==> src/rtl/div12_pkg.sv <==
package div12_pkg;

    // Upper (modulo-six) stage: bit 0 = Q1, bit 1 = Q2, bit 2 = Q3
    typedef struct packed {
        logic [2:0] code;
    } hex_state_t;

    typedef struct packed {
        logic bit_q;
    } tog_state_t;

    localparam logic [3:0] LAST_CHAINED = 4'b1101;

endpackage

==> src/rtl/div12_fall_det.sv <==
module div12_fall_det #(
    parameter int SYNC_STAGES = 2
) (
    input  logic clk_i,
    input  logic rst_n,
    input  logic din_i,
    output logic fall_o
);
    localparam int SH_W = SYNC_STAGES + 1;

    logic [SH_W-1:0] sh_d, sh_q;

    always_comb begin
        sh_d = {sh_q[SH_W-2:0], din_i};
    end

    always_ff @(posedge clk_i or negedge rst_n) begin
        if (!rst_n) sh_q <= '0;
        else        sh_q <= sh_d;
    end

    // previous synchronized level high, current low
    assign fall_o = sh_q[SH_W-1] & ~sh_q[SH_W-2];
endmodule

==> src/rtl/div12_toggle_stage.sv <==
module div12_toggle_stage
    import div12_pkg::*;
(
    input  logic clk_i,
    input  logic rst_n,
    input  logic clr_i,
    input  logic step_i,
    output logic bit_o,
    output logic carry_o
);
    tog_state_t st_d, st_q;

    always_comb begin
        st_d = st_q;
        if (clr_i)       st_d.bit_q = 1'b0;
        else if (step_i) st_d.bit_q = ~st_q.bit_q;
    end

    always_ff @(posedge clk_i or negedge rst_n) begin
        if (!rst_n) st_q <= '0;
        else        st_q <= st_d;
    end

    assign bit_o   = st_q.bit_q;
    // this step drives the bit from 1 to 0
    assign carry_o = step_i & st_q.bit_q & ~clr_i;
endmodule

==> src/rtl/div12_hex_stage.sv <==
module div12_hex_stage
    import div12_pkg::*;
(
    input  logic       clk_i,
    input  logic       rst_n,
    input  logic       clr_i,
    input  logic       step_i,
    output logic [2:0] code_o
);
    hex_state_t st_d, st_q;

    always_comb begin
        st_d = st_q;
        if (clr_i) begin
            st_d.code = 3'b000;
        end else if (step_i) begin
            unique case (st_q.code[1:0])
                2'b00:   st_d.code = {st_q.code[2], 2'b01};
                2'b01:   st_d.code = {st_q.code[2], 2'b10};
                2'b10:   st_d.code = {~st_q.code[2], 2'b00};
                default: st_d.code = 3'b000; // unused codes recover to zero
            endcase
        end
    end

    always_ff @(posedge clk_i or negedge rst_n) begin
        if (!rst_n) st_q <= '0;
        else        st_q <= st_d;
    end

    assign code_o = st_q.code;
endmodule

==> src/rtl/div12_counter.sv <==
module div12_counter
    import div12_pkg::*;
#(
    parameter int SYNC_STAGES = 2
) (
    input  logic       clk_i,
    input  logic       rst_n,
    input  logic       cnt_a_i,
    input  logic       cnt_b_i,
    input  logic       clr_a_i,
    input  logic       clr_b_i,
    input  logic       chain_i,
    output logic [3:0] q_o,
    output logic       tc_o
);
    localparam int N_IN = 2;

    logic [N_IN-1:0] raw_w;
    logic [N_IN-1:0] fall_w;
    logic            fall_a_w;
    logic            fall_b_w;
    logic            clr_w;
    logic            carry_w;
    logic            up_step_w;
    logic            q0_w;
    logic [2:0]      up_w;

    assign raw_w = {cnt_b_i, cnt_a_i};

    for (genvar g = 0; g < N_IN; g++) begin : g_det
        div12_fall_det #(.SYNC_STAGES(SYNC_STAGES)) u_det (
            .clk_i (clk_i),
            .rst_n (rst_n),
            .din_i (raw_w[g]),
            .fall_o(fall_w[g])
        );
    end

    assign fall_a_w  = fall_w[0];
    assign fall_b_w  = fall_w[1];
    assign clr_w     = clr_a_i & clr_b_i;
    assign up_step_w = chain_i ? carry_w : fall_b_w;

    div12_toggle_stage u_tog (
        .clk_i  (clk_i),
        .rst_n  (rst_n),
        .clr_i  (clr_w),
        .step_i (fall_a_w),
        .bit_o  (q0_w),
        .carry_o(carry_w)
    );

    div12_hex_stage u_hex (
        .clk_i (clk_i),
        .rst_n (rst_n),
        .clr_i (clr_w),
        .step_i(up_step_w),
        .code_o(up_w)
    );

    assign q_o  = {up_w, q0_w};
    assign tc_o = chain_i & (q_o == LAST_CHAINED);
endmodule

==> config.mk <==
export PLATFORM = sky130hd
export DESIGN_NAME = div12_counter
export DESIGN_NICKNAME = d
export VERILOG_FILES = /design/src/rtl/div12_pkg.sv /design/src/rtl/div12_fall_det.sv /design/src/rtl/div12_toggle_stage.sv /design/src/rtl/div12_hex_stage.sv /design/src/rtl/div12_counter.sv
export SDC_FILE = /design/constraint.sdc
export NUM_CORES = 1
export LEC_CHECK = 0
export BUFFER_PORTS_ARGS = -buffer_cell sky130_fd_sc_hd__buf_2
export CORE_AREA = 5 5 42 44
export CTS_BUF_LIST = sky130_fd_sc_hd__clkbuf_4
export DETAILED_ROUTE_END_ITERATION = 8
export DIE_AREA = 0 0 47 49
export PLACE_DENSITY = 0.56
export SLEW_MARGIN = 20
export SYNTH_ARGS = -nofsm -noshare
export SYNTH_HDL_FRONTEND = slang
export SYNTH_SLANG_ARGS = --single-unit
==> constraint.sdc <==
create_clock -name clk_i -period 1.8 [get_ports clk_i]
set_input_delay 0 -clock clk_i [delete_from_list [all_inputs] [get_ports clk_i]]
set_output_delay 0 -clock clk_i [all_outputs]
set_load 0.005 [all_outputs]
==> impl_metrics.sql <==
INSERT INTO impl_metrics (metric_group, metric, value, unit) VALUES
('sta', 'finalHoldViolCount', '0', ''),
('global_route', 'first_pass_grt_wire_length', '1270', 'um'),
('sta', 'finalMaxSlewViolations', '0', ''),
('synthesis', 'yosys.cell_types.count', '17', ''),
('critical_path', 'cp_data_arrival_time', '1480', 'ps'),
('routing', 'wl', '725', 'um'),
('routing', 'drt_iter0_drc', '3', ''),
('synthesis', 'yosys.area_share.simple', '0.220', ''),
('synthesis', 'post_synth_xor_area_fraction', '0.0208', ''),
('outcome', 'run_status', 'complete, no violations', ''),
('global_route', 'grt_overflow_total', '0', ''),
('critical_path', 'crit_path_end_kind', 'flop', ''),
('routing', 'drt_drc_violations_left', '0', ''),
('synthesis', 'synth_compound_area_frac', '0.146', ''),
('pwr', 'power.leakage', '0.240', 'nW'),
('sta', 'fin_crit_sh', '0.707', ''),
('finish', 'area.growth.synth_to_final', '29.5', '%'),
('sta', 'rsz0062_at_grt', 'no', ''),
('floorplanning', 'die_height', '49', 'um'),
('job', 'maxCapViolCount', '0', ''),
('floorplanning', 'fp.coreArea', '1400', 'sq um'),
('place', 'gp_congestion', '0.757', ''),
('sta', 'max-slew-margin-rel', '0.818', ''),
('pwr', 'p_switching', '0.124', 'mW'),
('cts', 'ctsRootBufferMaster', 'clkbuf_4', ''),
('synthesis', 'syn_area_per_cell', '12.4', 'sq um'),
('min_path', 'min_delay_path_class', 'input port to flop', ''),
('synthesis', 'synthesis.area', '420', 'sq um'),
('sta', 'worst_slew_pin_slew', '273', 'ps'),
('synthesis', 'yosys_register_bits', '10', ''),
('synthesis', 'yosysWarningCount', '0', ''),
('pwr', 'power.share.switching', '0.256', ''),
('sta', 'setup_viol', '0', ''),
('synthesis', 'postSynthCellCount', '34', ''),
('synthesis', 'synth_top_area_cell', 'dfrtp_1', ''),
('finish', 'nets', '59', ''),
('synthesis', 'synth_top_family_by_area', 'simple AND/OR/NAND/NOR gates', ''),
('synthesis', 'yosysSeqAreaShare', '0.595', ''),
('synthesis', 'yosys-top-cells-area', 'dfrtp_1, a2111oi_4, nand3_1', ''),
('cts', 'clock_insertion_delay_worst_skew', '260', 'ps'),
('critical_path', 'criticalPathCategory', 'flop to flop', ''),
('routing', 'drt_pass1_iterations', '2', ''),
('routing', 'via_count', '306', ''),
('finish', 'post-route-util', '0.388', ''),
('cts', 'cts_max_level', '1', ''),
('place', 'io_buffer_count', '11', ''),
('cts', 'clkTransAtPathRegs', '70', 'ps'),
('synthesis', 'synth_top_cell_area_share', '0.595', ''),
('floorplanning', 'io-pin-count', '12', ''),
('pwr', 'peakVddDrop', '0.000527', 'V'),
('global_route', 'antenna_found_initial', '0', ''),
('routing', 'drt_via_density', '4.57', ''),
('global_route', 'grt_max_degree', '11', ''),
('cts', 'clock_sinks', '10', ''),
('pwr', 'power-per-cell-area', '891', 'nW/um^2'),
('pwr', 'power.sequential.fraction', '0.543', ''),
('cts', 'cts_made_buffers', '3', ''),
('synthesis', 'synthAdderAreaFrac', '0', ''),
('pwr', 'power.clock.fraction', '0.320', ''),
('critical_path', 'worstSetupStartpointType', 'flop', ''),
('critical_path', 'timing.critical_path.required', '2010', 'ps'),
('floorplanning', 'placement_rows', '14', ''),
('finish', 'layout.filler_cells', '140', ''),
('floorplanning', 'initial_utilization', '0.300', ''),
('pwr', 'total_power', '0.485', 'mW'),
('sta', 'timing.fmax', '786', 'MHz'),
('finish', 'layout-drive-gt1-share', '0.314', ''),
('sta', 'finalClockSkew', '2.95', 'ps'),
('routing', 'ant_nets', '0', ''),
('global_route', 'first_global_vias', '293', ''),
('pwr', 'power_report.internal_total', '0.361', 'mW'),
('routing', 'drt-wirelength-per-cell', '10.8', 'um'),
('synthesis', 'synth.mux.area_fraction', '0', ''),
('pwr', 'portion_of_total_power_attributed_to_combinational_logic', '0.137', ''),
('floorplanning', 'die_width', '47', 'um'),
('floorplanning', 'fp.dieArea', '2300', 'sq um'),
('sta', 'final.min_clock_period', '1270', 'ps'),
('synthesis', 'syn-num-nets', '41', ''),
('cts', 'cts_tree', 'done', ''),
('global_route', 'groute.usage.overall', '0.0798', ''),
('cts', 'cts_max_path_buffers', '2', ''),
('sta', 'final.setup.tns', '0', 'ps'),
('cts', 'post-cts-setup-buffer-count', '0', ''),
('critical_path', 'worst-path-max-fanout', '3', ''),
('finish', 'num_antenna_cells', '0', '');
==> layout make-up <==
class                   instances  area (sq um)  area share
clock buffers                   3          22.5      0.0414
clock inverters                 1          3.75     0.00690
multi-input cells              23           163       0.299
flip-flops and latches         10           250       0.460
well taps                      16          20.0      0.0368
repair buffers                 14          85.1       0.156
==> per-stage QoR <==
step	hold slack (ps)	worst slack (ps)	cells	area (sq um)
CTS	47.0	514	67	544
detailed placement	-131	541	60	488
finish	46.9	527	67	544
floorplan	-296	580	34	420
global route	55.0	415	67	544
global placement	-129	550	60	488
==> cell usage in the layout (no fill, tap or decap), drive strengths merged <==
| cell | synthesis | layout |
|---|---|---|
| a2111oi | 1 | 1 |
| buf | 1 | 11 |
| xnor2 | 1 | 1 |
| nor2b | 2 | 2 |
| and4b | 1 | 1 |
| dlygate4sd3 | 0 | 3 |
| and2 | 1 | 1 |
| dfrtp | 10 | 10 |
| nor2 | 3 | 3 |
| a21oi | 2 | 2 |
| nand2 | 1 | 1 |
| nor3b | 1 | 1 |
| a31o | 1 | 1 |
| nand2b | 1 | 1 |
| or3b | 1 | 1 |
| o21ai | 3 | 3 |
| clkinv | 0 | 1 |
| nand3 | 3 | 3 |
| clkbuf | 0 | 3 |
| nand4b | 1 | 1 |
==> cells by family after synthesis <==
logic type | count (synthesis)
simple gates | 15
flops | 10
compound gates | 7
xor+xnor | 1
buf+inv | 1
==> Yosys cell counts <==
library cell,instances
a2111oi_4,1
a21oi_1,2
a31o_1,1
and2_1,1
and4b_1,1
buf_4,1
dfrtp_1,10
nand2_1,1
nand2b_1,1
nand3_1,3
nand4b_1,1
nor2_1,3
nor2b_1,2
nor3b_1,1
o21ai_0,3
or3b_4,1
xnor2_1,1
==> final timing paths <==
path	from	to	slack, ps	cells past startpoint
min reg2reg	g_det[0].u_det.sh_q[0]	g_det[0].u_det.sh_q[1]	350	0
max in group asynchronous	rst_n	g_det[0].u_det.sh_q[2]	1490	2
max reg2reg	g_det[1].u_det.sh_q[1]	u_hex.code_o[2]	530	3
max	g_det[1].u_det.sh_q[1]	u_hex.code_o[2]	530	3
min	clr_b_i	u_hex.code_o[2]	50	3
min in group asynchronous	rst_n	u_hex.code_o[1]	120	2
==> registers in the layout (all words and copies together) (netlist names) <==
name              flops
g_det.u_det.sh_q      6
u_hex.code_o          3
u_tog.bit_o           1
==> per-layer routing <==
metal / track usage / routed length (um)
met5: 0 / 0
met4: 0.0276 / 0
met3: 0.0664 / 81
met2: 0.106 / 337
met1: 0.0936 / 305
==> what timing repair did <==
action                                 4_1_cts  5_1_grt
resized for setup                            0        0
endpoints found under the hold margin       12        0
hold buffers                                 3        0
==> critical path: stages (launching register included) <==
cell and delay, ps:
dfrtp_1 390, or3b_4 410, a2111oi_4 290, a31o_1 130
==> power by group through the flow <==
stage	sequential, mW	combinational [mW]	clock (mW)
floorplan	0.265	0.0410	0
global placement	0.268	0.0637	0
detailed placement	0.268	0.0627	0
CTS	0.264	0.0681	0.163
global route	0.267	0.0756	0.177
finish	0.263	0.0666	0.155
(Power assumes the default switching activity.)
